### src/rtl/iq_pkg.sv
package iq_pkg;

    // Per-slot state flags kept by every queue entry
    typedef struct packed {
        logic valid;      // occupies a position in the age list
        logic alloc;      // slot counted against capacity
        logic issued;     // granted, or forced issued by a squash
        logic squashed;   // reclaimed by a squash, draining to commit
        logic mem;        // memory operation
        logic nonspec;    // inserted as must-wait
        logic can_issue;  // released (or never parked)
    } iq_flags_t;

    localparam iq_flags_t IQ_FLAGS_EMPTY = '0;

    // Builds the flag set for a freshly written entry
    function automatic iq_flags_t iq_new_flags(input logic is_mem, input logic is_nonspec);
        iq_flags_t f;
        f           = IQ_FLAGS_EMPTY;
        f.valid     = 1'b1;
        f.alloc     = 1'b1;
        f.mem       = is_mem;
        f.nonspec   = is_nonspec;
        f.can_issue = ~is_nonspec;
        return f;
    endfunction

endpackage

### src/rtl/iq_entry.sv
module iq_entry
    import iq_pkg::*;
#(
    parameter int SEQ_W = 16
) (
    input  logic             clk,
    input  logic             rst,
    input  logic             wr_en,
    input  logic [SEQ_W-1:0] wr_seq,
    input  logic             wr_mem,
    input  logic             wr_nonspec,
    input  logic             opnd_rdy,
    input  logic             grant,
    input  logic             reclaim,
    input  logic             retire,
    input  logic             md_hit,
    input  logic             rel_valid,
    input  logic [SEQ_W-1:0] rel_seq,
    output logic [SEQ_W-1:0] seq,
    output logic             live,
    output logic             held,
    output logic             issued,
    output logic             squashed,
    output logic             is_mem,
    output logic             alu_rdy,
    output logic             mem_rdy,
    output logic             freed
);

    iq_flags_t        st, st_nxt;
    logic [SEQ_W-1:0] seq_q;
    logic             elig, grant_ok, md_ok, rel_ok;

    assign elig     = st.valid & st.alloc & ~st.issued & st.can_issue & opnd_rdy;
    assign grant_ok = grant & elig & ~reclaim;
    assign md_ok    = md_hit & st.valid & st.alloc & st.mem & st.issued & ~st.squashed;
    assign rel_ok   = rel_valid & st.valid & st.nonspec & ~st.can_issue & (seq_q == rel_seq);

    always_comb begin
        st_nxt = st;
        if (wr_en) begin
            st_nxt = iq_new_flags(wr_mem, wr_nonspec);
        end else begin
            if (reclaim) begin
                st_nxt.squashed = 1'b1;
                st_nxt.issued   = 1'b1;
                st_nxt.alloc    = 1'b0;
            end
            if (grant_ok) begin
                st_nxt.issued = 1'b1;
                if (!st.mem) st_nxt.alloc = 1'b0;
            end
            if (md_ok)  st_nxt.alloc     = 1'b0;
            if (rel_ok) st_nxt.can_issue = 1'b1;
            if (retire) begin
                st_nxt.valid = 1'b0;
                st_nxt.alloc = 1'b0;
            end
        end
    end

    always_ff @(posedge clk) begin
        if (rst) begin
            st    <= IQ_FLAGS_EMPTY;
            seq_q <= '0;
        end else begin
            st <= st_nxt;
            if (wr_en) seq_q <= wr_seq;
        end
    end

    assign seq      = seq_q;
    assign live     = st.valid;
    assign held     = st.alloc;
    assign issued   = st.issued;
    assign squashed = st.squashed;
    assign is_mem   = st.mem;
    assign alu_rdy  = elig & ~st.mem;
    assign mem_rdy  = elig & st.mem;
    assign freed    = st.alloc & ~st_nxt.alloc;

    // a granted non-memory entry no longer holds its slot
    a_r3_alu_slot_freed: assert property (@(posedge clk) disable iff (rst)
        (grant_ok && !st.mem) |=> !st.alloc);

    // a granted memory entry keeps its slot unless squashed or retired
    a_r4_mem_slot_kept: assert property (@(posedge clk) disable iff (rst)
        (grant_ok && st.mem && !reclaim && !retire) |=> st.alloc);

    // a parked entry is never offered to the scheduler
    a_r6_parked_silent: assert property (@(posedge clk) disable iff (rst)
        (st.valid && !st.can_issue) |-> !(alu_rdy || mem_rdy));

    // a reclaimed entry stays live, drains, and gives up its slot
    a_r8_reclaim_drains: assert property (@(posedge clk) disable iff (rst)
        (reclaim && !retire) |=> (st.valid && st.squashed && st.issued && !st.alloc));

endmodule

### src/rtl/iq_scan.sv
module iq_scan #(
    parameter int DEPTH = 8,
    parameter int SEQ_W = 16,
    localparam int PTR_W = $clog2(DEPTH),
    localparam int CNT_W = $clog2(DEPTH + 1)
) (
    input  logic [PTR_W-1:0] head,
    input  logic [CNT_W-1:0] list_cnt,
    input  logic [SEQ_W-1:0] seqs [DEPTH],
    input  logic [DEPTH-1:0] issued,
    input  logic [DEPTH-1:0] squashed,
    input  logic [DEPTH-1:0] is_mem,
    input  logic [DEPTH-1:0] held,
    input  logic             sq_valid,
    input  logic [SEQ_W-1:0] sq_seq,
    input  logic             cm_valid,
    input  logic [SEQ_W-1:0] cm_seq,
    output logic [DEPTH-1:0] reclaim,
    output logic [DEPTH-1:0] retire,
    output logic [CNT_W-1:0] retire_n
);

    logic [PTR_W-1:0] s_sq, s_cm;
    logic             sq_going, cm_going;

    // Squash: youngest to oldest, stop at the first entry at or below the boundary
    always_comb begin
        reclaim  = '0;
        sq_going = sq_valid;
        s_sq     = '0;
        for (int p = DEPTH - 1; p >= 0; p--) begin
            s_sq = head + PTR_W'(p);
            if (sq_going && (CNT_W'(p) < list_cnt)) begin
                if (seqs[s_sq] > sq_seq) begin
                    if (!squashed[s_sq] && (!issued[s_sq] || (is_mem[s_sq] && held[s_sq])))
                        reclaim[s_sq] = 1'b1;
                end else begin
                    sq_going = 1'b0;
                end
            end
        end
    end

    // Commit: oldest forward, contiguous entries at or below the bound
    always_comb begin
        retire   = '0;
        retire_n = '0;
        cm_going = cm_valid;
        s_cm     = '0;
        for (int p = 0; p < DEPTH; p++) begin
            s_cm = head + PTR_W'(p);
            if (cm_going && (CNT_W'(p) < list_cnt) && (seqs[s_cm] <= cm_seq)) begin
                retire[s_cm] = 1'b1;
                retire_n     = retire_n + 1'b1;
            end else begin
                cm_going = 1'b0;
            end
        end
    end

endmodule

### src/rtl/iq_credit.sv
module iq_credit #(
    parameter int DEPTH = 8,
    localparam int CNT_W = $clog2(DEPTH + 1)
) (
    input  logic             clk,
    input  logic             rst,
    input  logic             take,
    input  logic [DEPTH-1:0] freed,
    output logic [CNT_W-1:0] free_cnt
);

    logic [CNT_W-1:0] free_q;
    logic [CNT_W-1:0] back_n;

    assign back_n = CNT_W'($countones(freed));

    always_ff @(posedge clk) begin
        if (rst) free_q <= CNT_W'(DEPTH);
        else     free_q <= free_q + back_n - CNT_W'(take);
    end

    assign free_cnt = free_q;

    // the count moves only on an accepted insert or a released slot
    a_r1_free_hold: assert property (@(posedge clk) disable iff (rst)
        (!take && (freed == '0)) |=> $stable(free_q));

    // the count never exceeds capacity
    a_r1_free_bound: assert property (@(posedge clk) disable iff (rst)
        free_q <= CNT_W'(DEPTH));

endmodule

### src/rtl/iq_book.sv
module iq_book #(
    parameter int DEPTH = 8,
    parameter int SEQ_W = 16,
    localparam int PTR_W = $clog2(DEPTH),
    localparam int CNT_W = $clog2(DEPTH + 1)
) (
    input  logic             clk,
    input  logic             rst,
    input  logic             ins_valid,
    input  logic [SEQ_W-1:0] ins_seq,
    input  logic             ins_mem,
    input  logic             ins_nonspec,
    output logic [PTR_W-1:0] ins_slot,
    output logic             ins_err,
    output logic [CNT_W-1:0] free_cnt,
    input  logic [DEPTH-1:0] opnd_rdy,
    input  logic [DEPTH-1:0] grant,
    output logic [DEPTH-1:0] alu_rdy,
    output logic [DEPTH-1:0] mem_rdy,
    input  logic             md_valid,
    input  logic [PTR_W-1:0] md_slot,
    input  logic             rel_valid,
    input  logic [SEQ_W-1:0] rel_seq,
    input  logic             sq_valid,
    input  logic [SEQ_W-1:0] sq_seq,
    input  logic             cm_valid,
    input  logic [SEQ_W-1:0] cm_seq,
    output logic [DEPTH-1:0] live_vec,
    output logic [DEPTH-1:0] held_vec
);

    logic [PTR_W-1:0] head_q, tail_q;
    logic [CNT_W-1:0] list_cnt_q;
    logic [SEQ_W-1:0] seqs [DEPTH];
    logic [DEPTH-1:0] issued_v, squashed_v, mem_v, freed_v;
    logic [DEPTH-1:0] reclaim_v, retire_v;
    logic [CNT_W-1:0] retire_n;
    logic             drop, room, accept;

    // Squash wins over a younger insert in the same cycle
    assign drop    = sq_valid && (ins_seq > sq_seq);
    assign room    = (free_cnt != '0) && (list_cnt_q != CNT_W'(DEPTH));
    assign accept  = ins_valid && !drop && room;
    assign ins_err = ins_valid && !drop && !room;
    assign ins_slot = tail_q;

    generate
        for (genvar i = 0; i < DEPTH; i++) begin : g_ent
            iq_entry #(.SEQ_W(SEQ_W)) u_ent (
                .clk        (clk),
                .rst        (rst),
                .wr_en      (accept && (tail_q == PTR_W'(i))),
                .wr_seq     (ins_seq),
                .wr_mem     (ins_mem),
                .wr_nonspec (ins_nonspec),
                .opnd_rdy   (opnd_rdy[i]),
                .grant      (grant[i]),
                .reclaim    (reclaim_v[i]),
                .retire     (retire_v[i]),
                .md_hit     (md_valid && (md_slot == PTR_W'(i))),
                .rel_valid  (rel_valid),
                .rel_seq    (rel_seq),
                .seq        (seqs[i]),
                .live       (live_vec[i]),
                .held       (held_vec[i]),
                .issued     (issued_v[i]),
                .squashed   (squashed_v[i]),
                .is_mem     (mem_v[i]),
                .alu_rdy    (alu_rdy[i]),
                .mem_rdy    (mem_rdy[i]),
                .freed      (freed_v[i])
            );
        end
    endgenerate

    iq_scan #(.DEPTH(DEPTH), .SEQ_W(SEQ_W)) u_scan (
        .head     (head_q),
        .list_cnt (list_cnt_q),
        .seqs     (seqs),
        .issued   (issued_v),
        .squashed (squashed_v),
        .is_mem   (mem_v),
        .held     (held_vec),
        .sq_valid (sq_valid),
        .sq_seq   (sq_seq),
        .cm_valid (cm_valid),
        .cm_seq   (cm_seq),
        .reclaim  (reclaim_v),
        .retire   (retire_v),
        .retire_n (retire_n)
    );

    iq_credit #(.DEPTH(DEPTH)) u_credit (
        .clk      (clk),
        .rst      (rst),
        .take     (accept),
        .freed    (freed_v),
        .free_cnt (free_cnt)
    );

    always_ff @(posedge clk) begin
        if (rst) begin
            head_q     <= '0;
            tail_q     <= '0;
            list_cnt_q <= '0;
        end else begin
            head_q     <= head_q + PTR_W'(retire_n);
            tail_q     <= tail_q + PTR_W'(accept);
            list_cnt_q <= list_cnt_q - retire_n + CNT_W'(accept);
        end
    end

    // slot counter agrees with the slots the entries hold
    a_r11_free_matches_held: assert property (@(posedge clk) disable iff (rst)
        free_cnt == (CNT_W'(DEPTH) - CNT_W'($countones(held_vec))));

    // a refused insert never grows the list
    a_r2_refused_not_stored: assert property (@(posedge clk) disable iff (rst)
        ins_err |=> (list_cnt_q <= $past(list_cnt_q)));

    // an insert dropped by a squash is not reported as an error
    a_r10_drop_quiet: assert property (@(posedge clk) disable iff (rst)
        (ins_valid && sq_valid && (ins_seq > sq_seq)) |-> !ins_err);

    // the live count tracks the live bits
    a_r9_list_count: assert property (@(posedge clk) disable iff (rst)
        list_cnt_q == CNT_W'($countones(live_vec)));

endmodule

### config.mk
export PLATFORM = sky130hd
export DESIGN_NAME = iq_book
export DESIGN_NICKNAME = d
export VERILOG_FILES = /design/src/rtl/iq_pkg.sv /design/src/rtl/iq_entry.sv /design/src/rtl/iq_scan.sv /design/src/rtl/iq_credit.sv /design/src/rtl/iq_book.sv
export SDC_FILE = /design/constraint.sdc
export NUM_CORES = 1
export LEC_CHECK = 0
export CORE_AREA = 2 2 193 195
export DETAILED_ROUTE_END_ITERATION = 16
export DIE_AREA = 0 0 195 197
export GPL_TIMING_DRIVEN = 0
export HOLD_SLACK_MARGIN = 0.1
export PLACE_DENSITY = 0.82
export SETUP_SLACK_MARGIN = 0.05
export SYNTH_ARGS = -nofsm -noshare
export SYNTH_HDL_FRONTEND = slang
export SYNTH_HIERARCHICAL = 1
export SYNTH_SLANG_ARGS = --single-unit
### constraint.sdc
create_clock -name clk -period 11.97 [get_ports clk]
set_input_delay 3.591 -clock clk [delete_from_list [all_inputs] [get_ports clk]]
set_output_delay 3.591 -clock clk [all_outputs]
set_load 0.005 [all_outputs]
Word-level counts from Yosys, hierarchy flattened
Cells that the tools add are included.
Widths: inputs -> output; s select.
{"block": "word_totals", "word_cells": 741, "in_bits": 92, "register_bits": 198}
{"block": "classes", "order_cmp": 49, "reduce_logical": 130, "addsub": 27, "n_eq_ne": 23, "n_bitwise": 215, "n_mux": 229}
{"operator": "$bmux 16 s3", "n": 8}
{"operator": "$mux 16", "n": 16}
{"operator": "$mux 8", "n": 32}
{"operator": "$and 1x1->1", "n": 144}
{"operator": "$gt 16x16->1", "n": 9}
{"operator": "$eq 16x16->1", "n": 8}
{"operator": "$le 16x16->1", "n": 8}
{"operator": "$or 8x8->8", "n": 14}
{"operator": "$bmux 1 s3", "n": 32}
{"operator": "$mux 1", "n": 94}
{"operator": "$logic_and 1x1->1", "n": 69}
{"operator": "$mux 4", "n": 15}
{"operator": "$not 1->1", "n": 49}
{"operator": "$reduce_bool 2->1", "n": 24}
{"operator": "$ge 4x4->1 const B", "n": 8}
{"operator": "$lt 3x4->1 const B", "n": 8}
{"operator": "$mux 2", "n": 16}
{"operator": "$not 3->4", "n": 8}
{"operator": "$add 4x1->4 const B", "n": 6}
{"operator": "$demux 1 s3", "n": 8}
{"operator": "$eq 3x3->1 const B", "n": 8}
{"operator": "$ge 3x1->1 const B", "n": 8}
{"operator": "$mux 3", "n": 8}
{"operator": "$logic_not 1->1", "n": 18}
{"operator": "other kinds (21)", "n": 55}

Logic depth before layout (Yosys ltp)
{"block": "logic_depth", "ltp_word": 50, "mapped_depth": 40, "ltp_nobuf": 35}

Cells and area by module
Netlist, hierarchy kept.
{"module": "iq_scan", "n_inst": 1, "cells_per_inst": 1396, "area_per_inst_um2": 12321.8}
{"module": "iq_entry", "n_inst": 8, "cells_per_inst": 107, "area_per_inst_um2": 1049.8}
{"module": "iq_book", "n_inst": 1, "cells_per_inst": 140, "area_per_inst_um2": 1142.3}
{"module": "iq_credit", "n_inst": 1, "cells_per_inst": 44, "area_per_inst_um2": 417.9}

Least setup slack after synthesis
OpenSTA, ideal clock, no wires.
{"block": "synth_path", "kind": "input port to flip-flop", "start": "input port cm_seq[14]", "end": "register list_cnt_q[3]", "n_path_buf": 2, "t_required_ns": 11.842, "t_arrival_ns": 9.728, "setup_slack_ns": 2.115, "setup_time_ns": 0.128, "path_stages": 34, "path_cell_list": "inv_1 ha_1 nand4_1 nor4_1 a21boi_0 o31a_1 a21o_2 clkbuf_1 inv_1 ha_1 buf_1 xnor2_1 ha_1 a21boi_0 o21ai_0 ha_1 mux2i_1 o21ai_0 a21bo_2 ha_1 inv_1 a21oi_1 ha_1 mux2i_1 a21oi_1 ha_1 mux2_2 inv_1 ha_1 ha_1 a21o_1 a21oi_1 xnor2_1 nor2_1"}
{"block": "synth_via", "elab_chain_len": 26}
{"item": "start: declaration", "line_no": "iq_book.sv:27", "rtl": "input logic [SEQ_W-1:0] cm_seq,"}
{"item": "branches (longest 23 deep; another with $le 16x16->1)"}
{"item": "$mux 4 (*)", "line_no": "iq_scan.sv:52", "rtl": "if (cm_going && (CNT_W'(p) < list_cnt) && (seqs[s_cm] <= cm_seq)) begin"}
{"item": "net retire_n[1]", "line_no": "iq_book.sv:37", "rtl": "logic [CNT_W-1:0] retire_n;"}
{"item": "$sub 4x4->4 (*)", "line_no": "iq_book.sv:109", "rtl": "list_cnt_q <= list_cnt_q - retire_n + CNT_W'(accept);"}
{"item": "$add 4x1->4 (*)", "line_no": "iq_book.sv:109"}
{"item": "end signal: assignment", "line_no": "iq_book.sv:109"}
{"item": "end: declaration", "line_no": "iq_book.sv:33", "rtl": "logic [CNT_W-1:0] list_cnt_q;"}
Mark *: on every way through the listed nets, which the timed path passes.
A chain may end at the register's enable or synchronous reset.

Worst setup path after layout
{"block": "layout_path", "start": "input port cm_seq[9]", "end": "register list_cnt_q[3]"}
Same word-level chain as after synthesis.

==> run metrics <==
final wirelength=91900 um; share of flip-flops with an asynchronous set or reset=0%; WL/cell=between 20 and 30 um; clk root buf=clkbuf_16; WP depth=35; Worst Slack Setup Final=approximately 0.82 ns; remaining global-route overflow=0; RD Place Congestion=1.16; CTS tree=yes; final setup skew=around 0.013 ns; Worst setup EP type=flop; Max Transition Viols Final=0; Final Cycle Share=approximately 93%; DR vias/cell=approximately 7.2; area of the core=around 0.036 mm^2; Initial Util=61.4%; status=completed; die area=approximately 0.038 mm^2; final hold vios=0; final net count=between 2000 and 3000; Sum Neg Setup Slack=0 ns; worst hold path depth=2; filler instances=between 2000 and 3000; IO Pins=132; R2R cell count=40; Synth Warn #=6; vias=about 22000; synthesized instance count=approximately 2400; Min Hold Slack=~0.51 ns; Synth top cells by count=300 x ha_1, 245 x nor2_1, 205 x nand2_1; Peak VDD IR=~110 uV; Final Critical Period=roughly 11 ns; first-pass GRT wire length=roughly 130000 um; Place WS=0.488 ns; largest net degree at the start of global routing=34; hold buffers post-CTS=0; row count=70; share of cells above drive strength 1=between 10% and 20%; Worst Path Required=~12 ns; Max-slew headroom=under 10%; DRC errors left=0; Leak=approximately 10 nW; Worst-path clk slew=about 0.08 ns; clock sinks=approximately 200; max-cap violations=0; Placed Cells=just over 3000; Yosys cell types=78; GRT Total Usage=between 40% and 50%; EDFF count, synth=0; number of port buffers=~130; register area share after synthesis=between 10% and 20%; largest area contributor in the netlist=dfxtp_1; DPL Wire Length=between 70000 and 80000 um; TritonRoute pass-1 iters=6; top-count cell post-synth=ha_1; Yosys reg bits=about 200; post-cts resize count=0; crit path max fanout=9; Hold Crit Class=reg -> reg; Top FF cell, synth=dfxtp_1; kind of critical path=in -> reg; Arr. time, crit path=roughly 11 ns; share of the synthesized area in the top cell type=17.8%; Num CTS Buffers=17; Setup violations, final=0; DRT iter0 DRCs=2515; number of routed nets with antenna violations=0; Finished Layout Cells=between 3000 and 4000; Slew @ Worst Pin=~1.4 ns; CP max stage cell=clkdlybuf4s50_1; die width=slightly below 200 um; Setup crit start kind=input pin; Mapped Area=~0.022 mm^2; RSZ-0062 raised after global routing=false; syn avg cell area=between 9 and 10 um^2; PwrDens=135 mW/mm^2; H-tree depth=4; Syn Nets=between 2000 and 3000; vias in the first global route=between 20000 and 25000; Max Root-Sink Buffers=2; largest delay contributor family on the critical path=adder cells; Post-CTS Repair Setup Buffers=0; Synth area leaders=dfxtp_1 18%, ha_1 17%, mux4_2 13%; clk_lat worst skew=0.46 ns; crit-path max cell delay=0.45 ns; initial antenna violation count=0; synth-to-layout area growth=11.3%; WP buf/inv=7; Chip Height=slightly below 200 um; most frequent CP cell=ha_1; Fmax=between 80 and 90 MHz
worst paths after layout:
| path | from | end | slack [ns] |
|---|---|---|---|
| hold / removal | g_ent[0].u_ent/st[1] | g_ent[0].u_ent/st[1] | 0.51 |
| setup / recovery | cm_seq[9] | list_cnt_q[3] | 0.82 |
| setup reg to reg | head_q[0] | list_cnt_q[3] | 1.18 |
| hold reg to reg | g_ent[0].u_ent/st[1] | g_ent[0].u_ent/st[1] | 0.51 |
flip-flops by register name, summed over array words and instances, names as in the netlist:
name and flops:
u_credit/free_cnt 4, ins_slot 3, g_ent.u_ent/is_mem 8, g_ent.u_ent/st 16
g_ent.u_ent/seq 128, g_ent.u_ent/issued 8, head_q 3, g_ent.u_ent/held 8
g_ent.u_ent/squashed 8, list_cnt_q 4, g_ent.u_ent/live 8
cells by family (layout without fill, tap and decap cells):
group,count (synthesis),count (layout),synth area share (%)
multiplexers,392,392,25.5
flip-flops,198,198,17.8
AND/OR/NAND/NOR,763,763,16.7
AO/OA/AOI/OAI,417,417,12.5
other,0,1,0
XOR/XNOR,153,153,6.05
adder cells (fa/ha/maj),308,308,17.6
buffers and inverters,205,369,3.89
metal layers:
layer | global-route usage, % | part of all wire (%)
met5 | 0 | 0
met1 | 59.3 | 36
met4 | 32.9 | 8.5
met3 | 11.8 | 13
met2 | 72.9 | 43
final cells by class:
class / instances / area (um^2) / share of cell area [%]
Multi-Input combinational cell: 2033 / 17500 / 70.3
Sequential cell: 198 / 3960 / 16.0
Timing Repair Buffer: 132 / 1330 / 5.35
Buffer: 99 / 465 / 1.88
Clock inverter: 15 / 189 / 0.762
Inverter: 106 / 400 / 1.61
Tap cell: 468 / 586 / 2.36
Clock buffer: 17 / 425 / 1.71
Antenna cell: 1 / 2.50 / 0.0101
power breakdown:
group / total [mW] / switching, mW / internal, mW
clock network: 0.603 / 0.316 / 0.287
registers: 0.782 / 0.0816 / 0.700
logic: 1.95 / 1.21 / 0.742
placed cells by master, fill, tap and decap left out, drive strengths merged, types with 87 or more instances in the layout:
master         netlist  routed
nor2               245     245
mux2i              168     168
ha                 300     300
o21ai               87      87
mux4               132     132
nand2              207     207
mux2                92      92
a21oi              126     126
dfxtp              198     198
clkdlybuf4s50        0     130
nand4               93      93
inv                106     114
xnor2              145     145
worst reg2reg max path: cells and delay by family (launching register included):
family	cells	cell delay, ns
AOI/OAI and AO/OA	11	2.12
xor gates and xnor gates	2	0.28
adders and majority gates	9	2.69
buffers and inverters	9	3.26
DFF	1	0.50
muxes	4	0.95
and+or+nand+nor	5	0.89
stage by stage:
stage                     utilization [%]  power [mW]  area, um^2
after floorplan                         -        2.07       22300
after global placement               66.7        2.61       24200
after detailed placement             66.7        2.67       24200
after CTS                            68.4        3.27       24800
after global routing                 68.4        3.48       24800
final                                68.4        3.34       24800
(Power assumes the default switching activity.)
